## src/rtl/dlink_pkg.sv

```systemverilog
package dlink_pkg;
  localparam int unsigned DEF_LANES = 4;
  localparam int unsigned DEF_RATIO = 7;

  // clock lane slot pattern: high on the first two and last two slots
  function automatic logic [31:0] clk_pattern(input int unsigned ratio);
    logic [31:0] p;
    p = '0;
    for (int unsigned s = 0; s < ratio; s++)
      p[s] = (s < 2) || (s + 2 >= ratio);
    return p;
  endfunction
endpackage

```

## src/rtl/dlink_edge_det.sv

```systemverilog
module dlink_edge_det (
  input  logic clk_i,
  input  logic clr_ni,
  input  logic pclk_i,
  input  logic sel_i,
  output logic cap_o
);
  logic pclk_q;
  logic primed_q;

  always_ff @(posedge clk_i or negedge clr_ni) begin
    if (!clr_ni) begin
      pclk_q   <= 1'b0;
      primed_q <= 1'b0;
    end else begin
      pclk_q   <= pclk_i;
      primed_q <= 1'b1;
    end
  end

  // primed_q blocks a false edge right after clear
  assign cap_o = primed_q && (pclk_i != pclk_q) && (pclk_i == sel_i);

  AST_NO_BACK_TO_BACK: assert property (@(posedge clk_i) disable iff (!clr_ni)
    cap_o |=> !cap_o);
endmodule

```

## src/rtl/dlink_piso.sv

```systemverilog
module dlink_piso #(
  parameter int unsigned W = 7
) (
  input  logic         clk_i,
  input  logic         clr_ni,
  input  logic         ld_i,
  input  logic [W-1:0] par_i,
  output logic         ser_o
);
  logic [W-1:0] sh_q;

  always_ff @(posedge clk_i or negedge clr_ni) begin
    if (!clr_ni)   sh_q <= '0;
    else if (ld_i) sh_q <= par_i;
    else           sh_q <= {1'b0, sh_q[W-1:1]};
  end

  assign ser_o = sh_q[0];

  AST_LSB_FIRST: assert property (@(posedge clk_i) disable iff (!clr_ni)
    ld_i |=> ser_o == $past(par_i[0]));
endmodule

```

## src/rtl/dlink_ser_tx.sv

```systemverilog
module dlink_ser_tx
  import dlink_pkg::*;
#(
  parameter int unsigned N_LANES = DEF_LANES,
  parameter int unsigned RATIO   = DEF_RATIO,
  localparam int unsigned WORD_W = N_LANES * RATIO
) (
  input  logic               clk_i,
  input  logic               rst_ni,
  input  logic               shdn_ni,
  input  logic               edge_sel_i,
  input  logic               pclk_i,
  input  logic [WORD_W-1:0]  data_i,
  output logic [N_LANES-1:0] lane_o,
  output logic               clk_lane_o
);
  localparam logic [31:0] PAT_FULL = clk_pattern(RATIO);
  localparam logic [RATIO-1:0] CLK_PAT = PAT_FULL[RATIO-1:0];

  logic              clr_n;
  logic              cap;
  logic [WORD_W-1:0] hold_q;
  logic              hold_vld_q;
  logic [RATIO-1:0]  clk_par;

  assign clr_n = rst_ni & shdn_ni;

  dlink_edge_det u_edge (
    .clk_i  (clk_i),
    .clr_ni (clr_n),
    .pclk_i (pclk_i),
    .sel_i  (edge_sel_i),
    .cap_o  (cap)
  );

  always_ff @(posedge clk_i or negedge clr_n) begin
    if (!clr_n) begin
      hold_q     <= '0;
      hold_vld_q <= 1'b0;
    end else if (cap) begin
      hold_q     <= data_i;
      hold_vld_q <= 1'b1;
    end
  end

  for (genvar g = 0; g < N_LANES; g++) begin : g_lane
    dlink_piso #(.W(RATIO)) u_piso (
      .clk_i  (clk_i),
      .clr_ni (clr_n),
      .ld_i   (cap),
      .par_i  (hold_q[g*RATIO +: RATIO]),
      .ser_o  (lane_o[g])
    );

    AST_LANE_SLOT0: assert property (@(posedge clk_i) disable iff (!rst_ni)
      cap |=> lane_o[g] == ($past(hold_q[g*RATIO]) && shdn_ni));
  end

  assign clk_par = hold_vld_q ? CLK_PAT : '0;

  dlink_piso #(.W(RATIO)) u_clk_piso (
    .clk_i  (clk_i),
    .clr_ni (clr_n),
    .ld_i   (cap),
    .par_i  (clk_par),
    .ser_o  (clk_lane_o)
  );

  AST_QUIET_SHDN: assert property (@(posedge clk_i) disable iff (!rst_ni)
    !shdn_ni |-> (lane_o == '0) && !clk_lane_o);
  AST_CLK_START: assert property (@(posedge clk_i) disable iff (!rst_ni)
    cap && hold_vld_q |=> clk_lane_o || !shdn_ni);
  AST_NO_EARLY_CLK: assert property (@(posedge clk_i) disable iff (!rst_ni)
    cap && !hold_vld_q |=> !clk_lane_o);
  AST_HOLD_CLEARED: assert property (@(posedge clk_i) disable iff (!rst_ni)
    $rose(shdn_ni) |-> !hold_vld_q && (hold_q == '0));
endmodule

```

## config.mk

```make
export PLATFORM = sky130hd
export DESIGN_NAME = dlink_ser_tx
export DESIGN_NICKNAME = d
export VERILOG_FILES = /design/src/rtl/dlink_pkg.sv /design/src/rtl/dlink_edge_det.sv /design/src/rtl/dlink_piso.sv /design/src/rtl/dlink_ser_tx.sv
export SDC_FILE = /design/constraint.sdc
export NUM_CORES = 1
export LEC_CHECK = 0
export ABC_AREA = 1
export BUFFER_PORTS_ARGS = -buffer_cell sky130_fd_sc_hd__buf_2
export CORE_AREA = 2 2 56 111
export CTS_CLUSTER_SIZE = 16
export DETAILED_ROUTE_END_ITERATION = 16
export DIE_AREA = 0 0 58 113
export PLACE_DENSITY = 0.67
export SLEW_MARGIN = 20
export SYNTH_ARGS = -nofsm -noshare
export SYNTH_HDL_FRONTEND = slang
export SYNTH_SLANG_ARGS = --single-unit
export TNS_END_PERCENT = 50
```

## constraint.sdc

```tcl
create_clock -name clk_i -period 5.45 [get_ports clk_i]
set_clock_uncertainty 0.15 [all_clocks]
set_input_delay 1.09 -clock clk_i [delete_from_list [all_inputs] [get_ports clk_i]]
set_output_delay 1.09 -clock clk_i [all_outputs]
set_load 0.03 [all_outputs]
```

# == Word-level counts from Yosys, hierarchy flattened ==
# Index checks and enable logic that the tools add are counted.
# word_totals
regBits,66
inputBits,33
out_inout_bits,5
# classes
n_eq_ne,2
mux,6
bitwise_logic,1
n_reduce_logical,2
# ops
operator,n
two-way mux 7 bit,6
logical AND 1 bit,2
bitwise AND 1 bit,1
== test 1 bit,1
!= test 1 bit,1

# == Depth between registers and ports, before layout ==
# logic_depth
word_depth,4
ltp_mapped,7
mapped_depth_nobuf,6

# == By module ==
# From an unflattened synthesis, not the netlist that was laid out.
# unflattened
cells_unflattened,281
hier_area_um2,2499.9
# modules_own_cells
mod,instances,cells_each,area_each_um2
dlink_piso,5,29,259.0
dlink_ser_tx,1,123,1112.3
dlink_edge_det,1,13,92.6

# == Least setup slack after synthesis ==
# OpenSTA, ideal clock, no wires.
# synth_timing
kind,input to register
startpoint,input port pclk_i
endpoint,register u_clk_piso.sh_q[5]
arrival_time_ns,1.676
slack_ns,3.503
path_stages,7
cell_sequence,inv_1 nand2_1 nand2_2 nand3_2 buf_2 nand2_1 nand2_1
# synth_between
elab_chain_len,4
# synth_rtl
item,line,text
start: declaration,dlink_ser_tx.sv:12,"input logic pclk_i,"
!= test 1 bit,dlink_edge_det.sv:22,assign cap_o = primed_q && (pclk_i != pclk_q) && (pclk_i == sel_i);
logical AND 1 bit,dlink_edge_det.sv:22,
logical AND 1 bit *,dlink_edge_det.sv:22,
two-way mux 7 bit *,dlink_piso.sv:14,else if (ld_i) sh_q <= par_i;
end signal: assignment,dlink_piso.sv:14,
end signal: assignment,dlink_piso.sv:15,"else sh_q <= {1'b0, sh_q[W-1:1]};"
end: declaration,dlink_piso.sv:10,logic [W-1:0] sh_q;
# Mark *: on every way between the ends. The rest lies on a longest branch, timed or not.
# A chain may end at the register's enable or synchronous reset.

# == Worst setup path in the final report ==
# layout_timing
startpoint,input port pclk_i
endpoint,register u_clk_piso.sh_q[4]
# The elaborated chain is that of the path after synthesis.

==> impl_metrics.json <==
{
  "result_of_the_run": "finished, final reports clean",
  "crit_arrival_ps": 2740,
  "grt_usage": 0.171,
  "post_cts.resized_instances": 0,
  "grt_pass1_vias": 1901,
  "detailed_place_hpwl_mm": 2.82,
  "start_util": 0.468,
  "irDropWorstVdd_uv": 268,
  "cts_hold_buf": 0,
  "mostFrequentLayoutCell": "nand2_1",
  "floorplan.die.width_um": 58,
  "timing.hold.worst.class": "flip-flop to flip-flop",
  "n_antenna_cell": 0,
  "clock_sinks": 66,
  "yosys_cell_types": 12,
  "wirelength_mm": 4.93,
  "timing.max_cap.violations": 0,
  "cts.clk_slew.worst_paths_ps": 50,
  "final_period_minus_worst_setup_slack_ps": 2680,
  "grt_pass1_wl_mm": 8.55,
  "vias_per_cell": 5.29,
  "fillerInstances": 507,
  "path_max_fanout": 61,
  "syn2layout_area_growth_pct": 16.7,
  "mostFrequentLayoutCells": "114 x nand2_1, 65 x dfrtp_1, 53 x nand4_1",
  "critPathLaunchType": "primary input",
  "setup_repair_after_global_routing_missed_its_margin": "false",
  "timing.critical_path.to": "u_clk_piso.sh_q[4]$_DFF_PN0_",
  "cts_max_level": 3,
  "final_min_period_over_clock_period": 0.491,
  "detailedRoute.firstIterationViolations": 114,
  "synth.avg_cell_area_um2": 9.33,
  "clock_tree.buffer_depth": 2,
  "cts_inserted_buffers": 9,
  "postCtsSetupRepairBufs": 0,
  "static-leakage-power_nw": 1.72,
  "worstReg2RegEnd": "u_clk_piso.sh_q[4]$_DFF_PN0_",
  "synth_seq_cells": 66,
  "tritoncts": "done",
  "detail-route-antenna-nets": 0,
  "drv_slew": 0,
  "worst-setup-path-type": "primary input to flip-flop",
  "max_freq_mhz": 373,
  "crit_required_ps": 5510,
  "wl_per_cell_um": 13.1,
  "layout_net_count": 342,
  "fp.dieH_um": 113,
  "hold_violations": 0,
  "clock_tree.root_cell": "clkbuf_16",
  "grt_max_degree": 62,
  "antenna_found_initial": 0,
  "layout-drive-gt1-share": 0.188,
  "critical_path.reg2reg.startpoint": "u_edge.primed_q$_DFF_PN0_",
  "critPathLaunch": "pclk_i",
  "count_of_buffers_from_port_buffering": 37,
  "setup_viol": 0,
  "ys_warn_count": 0,
  "drcViolationCount": 0,
  "synth.yosys.seq_area_share": 0.623,
  "fin_tns_setup_ps": 0,
  "fin_worst_hold_slack_ps": 289,
  "max_slew_margin": 0.369,
  "reg2reg_setup_slack_ps": 3170,
  "mappedNetlistArea_mm2": 0.00265,
  "worst-slew-pin-transition_ps": 947,
  "final_weighted_congestion_of_routability_driven_global_placement": 0.687,
  "netlist_instances": 284,
  "syn_nets": 317,
  "timing.critical_path.to_type": "flip-flop",
  "die-area_mm2": 0.00655,
  "pd_cells_mw_per_mm2": 407,
  "clock_latency_ps": 320,
  "num_io_pins": 38,
  "grt-ovfl-total": 0,
  "worst-r2r-cell-count": 3,
  "fp.coreArea_mm2": 0.00566,
  "fp-row-count": 39,
  "drt_first_pass_iters": 4,
  "dr_total_vias": 1982
}
## per-stage QoR
stage	area [um^2]	power, W	util	worst slack (ps)	instances
after floorplan	2650	0.000703	-	2510	284
after global routing	3090	0.00133	0.546	2580	375
after CTS	3090	0.00128	0.545	2310	375
after detailed placement	2800	0.000737	0.495	1970	359
after global placement	2800	0.000732	0.495	2000	359
final	3090	0.00126	0.546	2770	375
## metal layers
| layer | vias up | global-route usage | share of wire |
|---|---|---|---|
| met5 | - | 0 | 0 |
| met2 | 41 | 0.277 | 0.51 |
| li1 | 982 | - | - |
| met3 | 8 | 0.0434 | 0.042 |
| met4 | 0 | 0.0884 | 0.021 |
| met1 | 951 | 0.206 | 0.43 |
## logic make-up (layout without fill, tap and decap cells)
kind of cell,after synthesis,in the layout,share of synthesized area
buffers and inverters,40,70,0.0703
DFF,66,66,0.623
other,1,1,0.00142
and+or+nand+nor,177,177,0.305
## critical path, cell delays in order
cell,delay (ps)
buf_2,90
nand2_1,60
nand2_2,50
buf_4,450
nand3_4,630
inv_1,280
nor2_1,70
## power breakdown
part / total [W] / internal [W] / switching (W)
combinational: 0.000134 / 0.0000469 / 0.0000873
sequential: 0.000593 / 0.000559 / 0.0000333
clock: 0.000533 / 0.000343 / 0.000189
## cell type report
class                      instances  area [um^2]  area share
tap                               61         76.3      0.0247
multi-input combinational        178          820       0.265
clock buffer                      14          274      0.0886
sequential                        66         1650       0.534
inverter                          14         52.6      0.0170
clock inverter                     2         10.0     0.00324
timing repair buffer              40          208      0.0672
## synthesized netlist by cell type (all sizes together)
cell type / n / area, um^2
nand2: 116 / 440
dfrtp: 66 / 1650
nand4: 53 / 332
buf: 24 / 126
inv: 14 / 52.6
nor2: 7 / 26.3
clkbuf: 2 / 7.51
conb: 1 / 3.75
nand3: 1 / 10.0
## state kept, by name, indices dropped and copies added, names as in the netlist
name                cells
g_lane.u_piso.sh_q     28
hold_q                 28
hold_vld_q              1
u_clk_piso.sh_q         7
u_edge.pclk_q           1
u_edge.primed_q         1
## worst min-delay path by stage
stage,from,cells after the start,end
2_1_floorplan,g_lane[0].u_piso.sh_q[1]$_DFF_PN0_,2,g_lane[0].u_piso.sh_q[0]$_DFF_PN0_
3_3_place_gp,g_lane[3].u_piso.sh_q[3]$_DFF_PN0_,2,g_lane[3].u_piso.sh_q[2]$_DFF_PN0_
3_5_place_dp,g_lane[3].u_piso.sh_q[1]$_DFF_PN0_,2,g_lane[3].u_piso.sh_q[0]$_DFF_PN0_
4_1_cts,g_lane[3].u_piso.sh_q[1]$_DFF_PN0_,2,g_lane[3].u_piso.sh_q[0]$_DFF_PN0_
5_1_grt,g_lane[0].u_piso.sh_q[6]$_DFF_PN0_,2,g_lane[0].u_piso.sh_q[5]$_DFF_PN0_
6_report,g_lane[0].u_piso.sh_q[6]$_DFF_PN0_,2,g_lane[0].u_piso.sh_q[5]$_DFF_PN0_
(Power assumes the default switching activity.)
